$ cat config.mk
export PLATFORM = sky130hd
export DESIGN_NAME = psram_sleep_seq
export DESIGN_NICKNAME = d
export VERILOG_FILES = /design/src/rtl/psram_sleep_pkg.sv /design/src/rtl/psram_pin_sync.sv /design/src/rtl/psram_span_counter.sv /design/src/rtl/psram_sleep_seq.sv
export SDC_FILE = /design/constraint.sdc
export NUM_CORES = 1
export LEC_CHECK = 0
export BUFFER_PORTS_ARGS = -buffer_cell sky130_fd_sc_hd__buf_2
export CORE_MARGIN = 2
export CORE_UTILIZATION = 35
export DETAILED_ROUTE_END_ITERATION = 6
export MAX_ROUTING_LAYER = met4
export PLACE_DENSITY = 0.52
export SKIP_CTS_REPAIR_TIMING = 1
export SLEW_MARGIN = 20
export SYNTH_ARGS = -nofsm -noshare
export SYNTH_HDL_FRONTEND = slang
export SYNTH_SLANG_ARGS = --single-unit
$ cat constraint.sdc
create_clock -name clk -period 2.3 [get_ports clk]
set_clock_uncertainty 0.2 [all_clocks]
set_input_delay 0.46 -clock clk [delete_from_list [all_inputs] [get_ports clk]]
set_output_delay 0.46 -clock clk [all_outputs]
set_load 0.02 [all_outputs]
$ cat src/rtl/psram_sleep_pkg.sv
package psram_sleep_pkg;
   typedef enum logic [1:0] {
      MODE_RUN    = 2'd0,
      MODE_RETAIN = 2'd1,
      MODE_OFF    = 2'd2,
      MODE_WAKE   = 2'd3
   } pm_mode_e;
endpackage

$ cat src/rtl/psram_pin_sync.sv
module psram_pin_sync #(
   parameter int STAGES   = 2,
   parameter bit IDLE_VAL = 1'b1
) (
   input  logic clk,
   input  logic rst_n,
   input  logic pin_async,
   output logic pin_sync
);
   generate
      if (STAGES < 2) begin : g_bad_stages
         $error("psram_pin_sync: STAGES must be at least 2");
      end
   endgenerate

   logic [STAGES-1:0] chain_q;

   always_ff @(posedge clk) begin
      if (!rst_n) chain_q <= {STAGES{IDLE_VAL}};
      else        chain_q <= {chain_q[STAGES-2:0], pin_async};
   end

   assign pin_sync = chain_q[STAGES-1];
endmodule

$ cat src/rtl/psram_span_counter.sv
module psram_span_counter #(
   parameter int LIMIT = 10
) (
   input  logic clk,
   input  logic rst_n,
   input  logic en,
   input  logic tick,
   output logic hit
);
   generate
      if (LIMIT < 1) begin : g_bad_limit
         $error("psram_span_counter: LIMIT must be at least 1");
      end
   endgenerate

   localparam int CW = $clog2(LIMIT + 1);
   localparam logic [CW-1:0] LIM = CW'(LIMIT);

   logic [CW-1:0] cnt_q;

   always_ff @(posedge clk) begin
      if (!rst_n)             cnt_q <= '0;
      else if (!(en && tick)) cnt_q <= '0;
      else if (cnt_q != LIM)  cnt_q <= cnt_q + CW'(1);
   end

   assign hit = en && tick && (cnt_q == LIM);

   // a hit is only possible after the count ran in the previous cycle
   a_r2_hit_after_run: assert property (@(posedge clk) disable iff (!rst_n)
      hit |-> $past(en && tick));
endmodule

$ cat src/rtl/psram_sleep_seq.sv
module psram_sleep_seq
   import psram_sleep_pkg::*;
#(
   parameter int CYC_PER_US  = 125,
   parameter int ENTRY_US    = 10,
   parameter int WAKE_US     = 150,
   parameter int SYNC_STAGES = 2,
   parameter bit SEL_RESET   = 1'b0
) (
   input  logic       clk,
   input  logic       rst_n,
   input  logic       sleep_n,
   input  logic       cfg_wr,
   input  logic       cfg_sel,
   input  logic       acc_req,
   input  logic       data_ack,
   output logic [1:0] mode,
   output logic       refresh_en,
   output logic       acc_gnt,
   output logic       data_invalid
);
   localparam int ENTRY_CYC = CYC_PER_US * ENTRY_US;
   localparam int WAKE_CYC  = CYC_PER_US * WAKE_US;

   generate
      if (CYC_PER_US < 1) begin : g_bad_rate
         $error("psram_sleep_seq: CYC_PER_US must be at least 1");
      end
      if (WAKE_CYC < 2) begin : g_bad_wake
         $error("psram_sleep_seq: wake window must span at least 2 cycles");
      end
   endgenerate

   logic     pin_s, pin_low;
   logic     entry_hit, wake_done;
   logic     sel_q, inval_q;
   pm_mode_e mode_q, mode_d;

   psram_pin_sync #(.STAGES(SYNC_STAGES), .IDLE_VAL(1'b1)) u_sync (
      .clk(clk), .rst_n(rst_n), .pin_async(sleep_n), .pin_sync(pin_s));

   assign pin_low = !pin_s;

   psram_span_counter #(.LIMIT(ENTRY_CYC)) u_entry (
      .clk(clk), .rst_n(rst_n), .en(mode_q == MODE_RUN), .tick(pin_low),
      .hit(entry_hit));

   psram_span_counter #(.LIMIT(WAKE_CYC - 1)) u_wake (
      .clk(clk), .rst_n(rst_n), .en(mode_q == MODE_WAKE), .tick(1'b1),
      .hit(wake_done));

   always_ff @(posedge clk) begin
      if (!rst_n)      sel_q <= SEL_RESET;
      else if (cfg_wr) sel_q <= cfg_sel;
   end

   always_comb begin
      mode_d = mode_q;
      unique case (mode_q)
         MODE_RUN:    if (entry_hit) mode_d = sel_q ? MODE_RETAIN : MODE_OFF;
         MODE_RETAIN: if (!pin_low)  mode_d = MODE_RUN;
         MODE_OFF:    if (!pin_low)  mode_d = MODE_WAKE;
         MODE_WAKE:   if (wake_done) mode_d = MODE_RUN;
         default:     mode_d = MODE_RUN;
      endcase
   end

   always_ff @(posedge clk) begin
      if (!rst_n) begin
         mode_q  <= MODE_RUN;
         inval_q <= 1'b0;
      end else begin
         mode_q <= mode_d;
         if (mode_q == MODE_RUN && entry_hit && !sel_q) inval_q <= 1'b1;
         else if (mode_q == MODE_RUN && data_ack)        inval_q <= 1'b0;
      end
   end

   assign mode         = mode_q;
   assign refresh_en   = (mode_q != MODE_OFF);
   assign acc_gnt      = acc_req && (mode_q == MODE_RUN);
   assign data_invalid = inval_q;

   // the off state is reached from RUN only with the select bit clear
   a_r3_off_needs_sel_clear: assert property (@(posedge clk) disable iff (!rst_n)
      (mode_q == MODE_OFF && $past(mode_q) == MODE_RUN) |-> !$past(sel_q));

   // contents are flagged as lost whenever the memory is off
   a_r5_off_marks_invalid: assert property (@(posedge clk) disable iff (!rst_n)
      (mode_q == MODE_OFF) |-> data_invalid);

   // no grant is given outside RUN
   a_r6_gnt_only_run: assert property (@(posedge clk) disable iff (!rst_n)
      acc_gnt |-> (mode_q == MODE_RUN && acc_req));

   // the wake window is only ever entered from OFF
   a_r7_wake_from_off: assert property (@(posedge clk) disable iff (!rst_n)
      (mode_q == MODE_WAKE && $past(mode_q) != MODE_WAKE) |-> $past(mode_q) == MODE_OFF);

   // retention never turns into off
   a_r8_retain_never_off: assert property (@(posedge clk) disable iff (!rst_n)
      ($past(mode_q) == MODE_RETAIN) |-> (mode_q != MODE_OFF));

   // the flag falls only through an acknowledge in RUN
   a_r10_clear_on_ack: assert property (@(posedge clk) disable iff (!rst_n)
      $fell(inval_q) |-> ($past(data_ack) && $past(mode_q) == MODE_RUN));
endmodule

==> summary.md <==
| Metric | Value |
|---|---|
| Sequential-to-total area share from yosys stat | 44.0% |
| Final WL | 2820 um |
| Syn Inst Count | 166 |
| Area of the die | 4690 um2 |
| Post-DP Area | 1600 um2 |
| Hold Slack | 0.165 ns |
| Final setup vio count | 0 |
| Clock network power share | 43.1% |
| DRC | 0 |
| Die Wd | 68.5 um |
| Port bufs | 11 |
| Bufs and invs on worst path | 0 |
| Rows | 23 |
| EDFF count, synth | 0 |
| Commonest cells in the netlist | dfxtp_1 (32), nor2_1 (20), nand2_1 (11) |
| Clk buf depth | 2 |
| DRT Pass-1 Iters | 4 |
| Synth Register Bits | 32 |
| Finished Layout Cells | 236 |
| Max stage delay on crit path | 0.50 ns |
| Largest net degree at the start of global routing | 14 |
| Crit path time final | 2.22 ns |
| Fin crit share | 96.6% |
| # Max-Cap Violations | 0 |
| Critical path class | register to register |
| Outcome | complete, no violations |
| Routed via count | 1215 |
| Clock Sinks | 32 |
| Clk pin slew, worst setup/hold paths | 0.06 ns |
| Die H | 68.5 um |
| Root Driver | clkbuf_8 |
| RSZ-0062 raised after global routing | no |
| NumNets Final | 196 |
| Antenna diodes | 0 |
| Synthesized Nets | 177 |
| DR WL/cell | 12.0 um |
| Dominant cell type by area after synthesis | dfxtp_1 |
| P&R area growth vs syn | 16.3% |
| Number of global-route vias before repair | 1201 |
| First-pass GRT wire length | 5090 um |
| Slowest-stage cell, CP | or4_1 |
| CP endpoint kind | register |
| Worst EP arrival | 2.23 ns |
| Post-DP HPWL | 2080 um |
| Drt initial violations | 47 |
| Pint | 0.810 mW |
| Layout cells sized above 1 | 14.0% |
| Startpoint types | register |
| Top_reg_cell synth | dfxtp_1 |
| Worst Slack Setup Final | 0.0776 ns |
| Pwr dens | 600 nW/um2 |
| Psw | 0.206 mW |
| Required @ worst endpoint | 2.31 ns |
| Antenna Violating Nets Remaining | 0 |
| Worst Max-Slew Pin Slew | 0.380 ns |
| Starting Density | 36.4% |
| Synth area leaders | dfxtp_1 (44%), xor2_1 (5.4%), nor2_1 (5.2%), xnor2_1 (3.6%), ha_1 (3.4%) |
| Synth warnings | 0 |
| DP Cell Count | 228 |
| Max FO, Critical Path | 4 |
| Utilization after layout | 42.4% |
| Family with the most delay on the worst path | simple AND/OR/NAND/NOR gates |
| Final non-filler cell area | 1690 um2 |
| Clock buffer count from CTS | 5 |
| H-tree depth | 2 |
| Final hold vios | 0 |
| Clk_lat worst skew | 0.28 ns |
| Gpl congestion | 0.783 |
| Initial antenna violation count | 0 |
| Dpl ws | 0.0947 ns |
| CORE AREA | 4000 um2 |
| Met1 wire length | 1250 um |
| F_max | 450 MHz |
| Total power | 1.02 mW |
| Avg Cell Area, Syn | 8.77 um2 |
| Pleak | 0.568 nW |
| Logic pwr share | 1.7% |
| Setup TNS | 0 ns |
| Unique cell type count in the Yosys netlist | 35 |
| Max-slew headroom | 74.6% |
| Routed wl met2 | 1460 um |
| Gr usage total | 15.3% |
| DR top layer | met4 |
| FILL cells | 396 |
| Synth top area share | 44.0% |
| Flop pwr share | 55.2% |
| CTS tree | done |
| Fin. max-slew vios | 0 |
| Post-synth ARST share | 0% |
| I/O pin total | 12 |
| Worst hold path class | input port to register |
| Cells along the critical path | or4b_1 -> or4_1 -> or4b_1 -> a21boi_1 |
| Total gr overflow | 0 |
| Vias/cell | 5.15 |
| Most used cell, CP | or4b_1 |
| VDD IR max | 0.398 mV |
| Switching share of power | 20.3% |
| Synthesized area | 1460 um2 |
| WL met3 | 96 um |
| Most frequent cell after synthesis | dfxtp_1 |
## layer usage
| metal | GRT usage, % | up-vias |
|---|---|---|
| li1 | - | 623 |
| met4 | 6.75 | 0 |
| met5 | - | - |
| met3 | 6.33 | 2 |
| met1 | 16.2 | 574 |
| met2 | 25.0 | 16 |
## cells by family (layout without fill, tap and decap cells)
logic type               count (synthesis)  count (layout)  synth area share, %
AND/OR/NAND/NOR                         81              81                 30.8
flip-flops                              32              32                 44.0
adder cells (fa/ha/maj)                  4               4                 3.44
buffers and inverters                    9              29                 2.49
multiplexers                             1               1                0.687
XOR/XNOR                                15              15                 9.02
AO/OA/AOI/OAI                           24              24                 9.54
## layout by cell type, fill, tap and decap left out, drive strengths merged, types with 2 or more instances in the layout
cell | synthesis | routed
nand4 | 7 | 7
a31oi | 2 | 2
nand3b | 3 | 3
nand3 | 8 | 8
or4b | 4 | 4
a21boi | 2 | 2
ha | 4 | 4
xnor2 | 6 | 6
and4 | 2 | 2
nor3 | 3 | 3
a211oi | 2 | 2
nor2 | 20 | 20
clkbuf | 3 | 8
or3 | 7 | 7
xor2 | 9 | 9
and3 | 2 | 2
nand2b | 3 | 3
nand2 | 11 | 11
and2 | 2 | 2
dfxtp | 32 | 32
a21oi | 9 | 9
nor4 | 2 | 2
buf | 2 | 17
nor4b | 2 | 2
nor2b | 2 | 2
o21ai | 7 | 7
inv | 4 | 4
## flip-flops by register name, indices dropped and copies added (netlist names)
name	cells
data_invalid	1
mode	2
sel_q	1
u_entry.cnt_q	11
u_sync.chain_q	2
u_wake.cnt_q	15
## path summary, 6_finish.rpt
check	start	to	slack, ns	depth (start not counted)
setup / recovery	u_entry.cnt_q[4]$_SDFFE_PN0P_	mode[0]$_SDFFE_PN0P_	0.08	4
hold / removal	sleep_n	u_sync.chain_q[0]$_SDFF_PN1_	0.16	2
setup reg to reg	u_entry.cnt_q[4]$_SDFFE_PN0P_	mode[0]$_SDFFE_PN0P_	0.08	4
hold reg to reg	u_sync.chain_q[0]$_SDFF_PN1_	u_sync.chain_q[1]$_SDFF_PN1_	0.21	1
## power groups by stage
| stage | logic, mW | registers (mW) | clock network, mW |
|---|---|---|---|
| 6_report | 0.0170 | 0.561 | 0.438 |
| 5_1_grt | 0.0193 | 0.561 | 0.487 |
| 4_1_cts | 0.0172 | 0.561 | 0.458 |
| 3_5_place_dp | 0.0172 | 0.573 | 0 |
| 3_3_place_gp | 0.0167 | 0.573 | 0 |
| 2_1_floorplan | 0.00885 | 0.572 | 0 |
## cell type report
class	count	area [um2]	share of cell area (%)
well taps	50	62.6	3.69
flip-flops and latches	32	641	37.8
inverters	4	15.0	0.886
repair buffers	17	100	5.91
multi-input cells	125	786	46.4
clock buffers	8	90.1	5.32
Power figures use the tool's default switching activity.
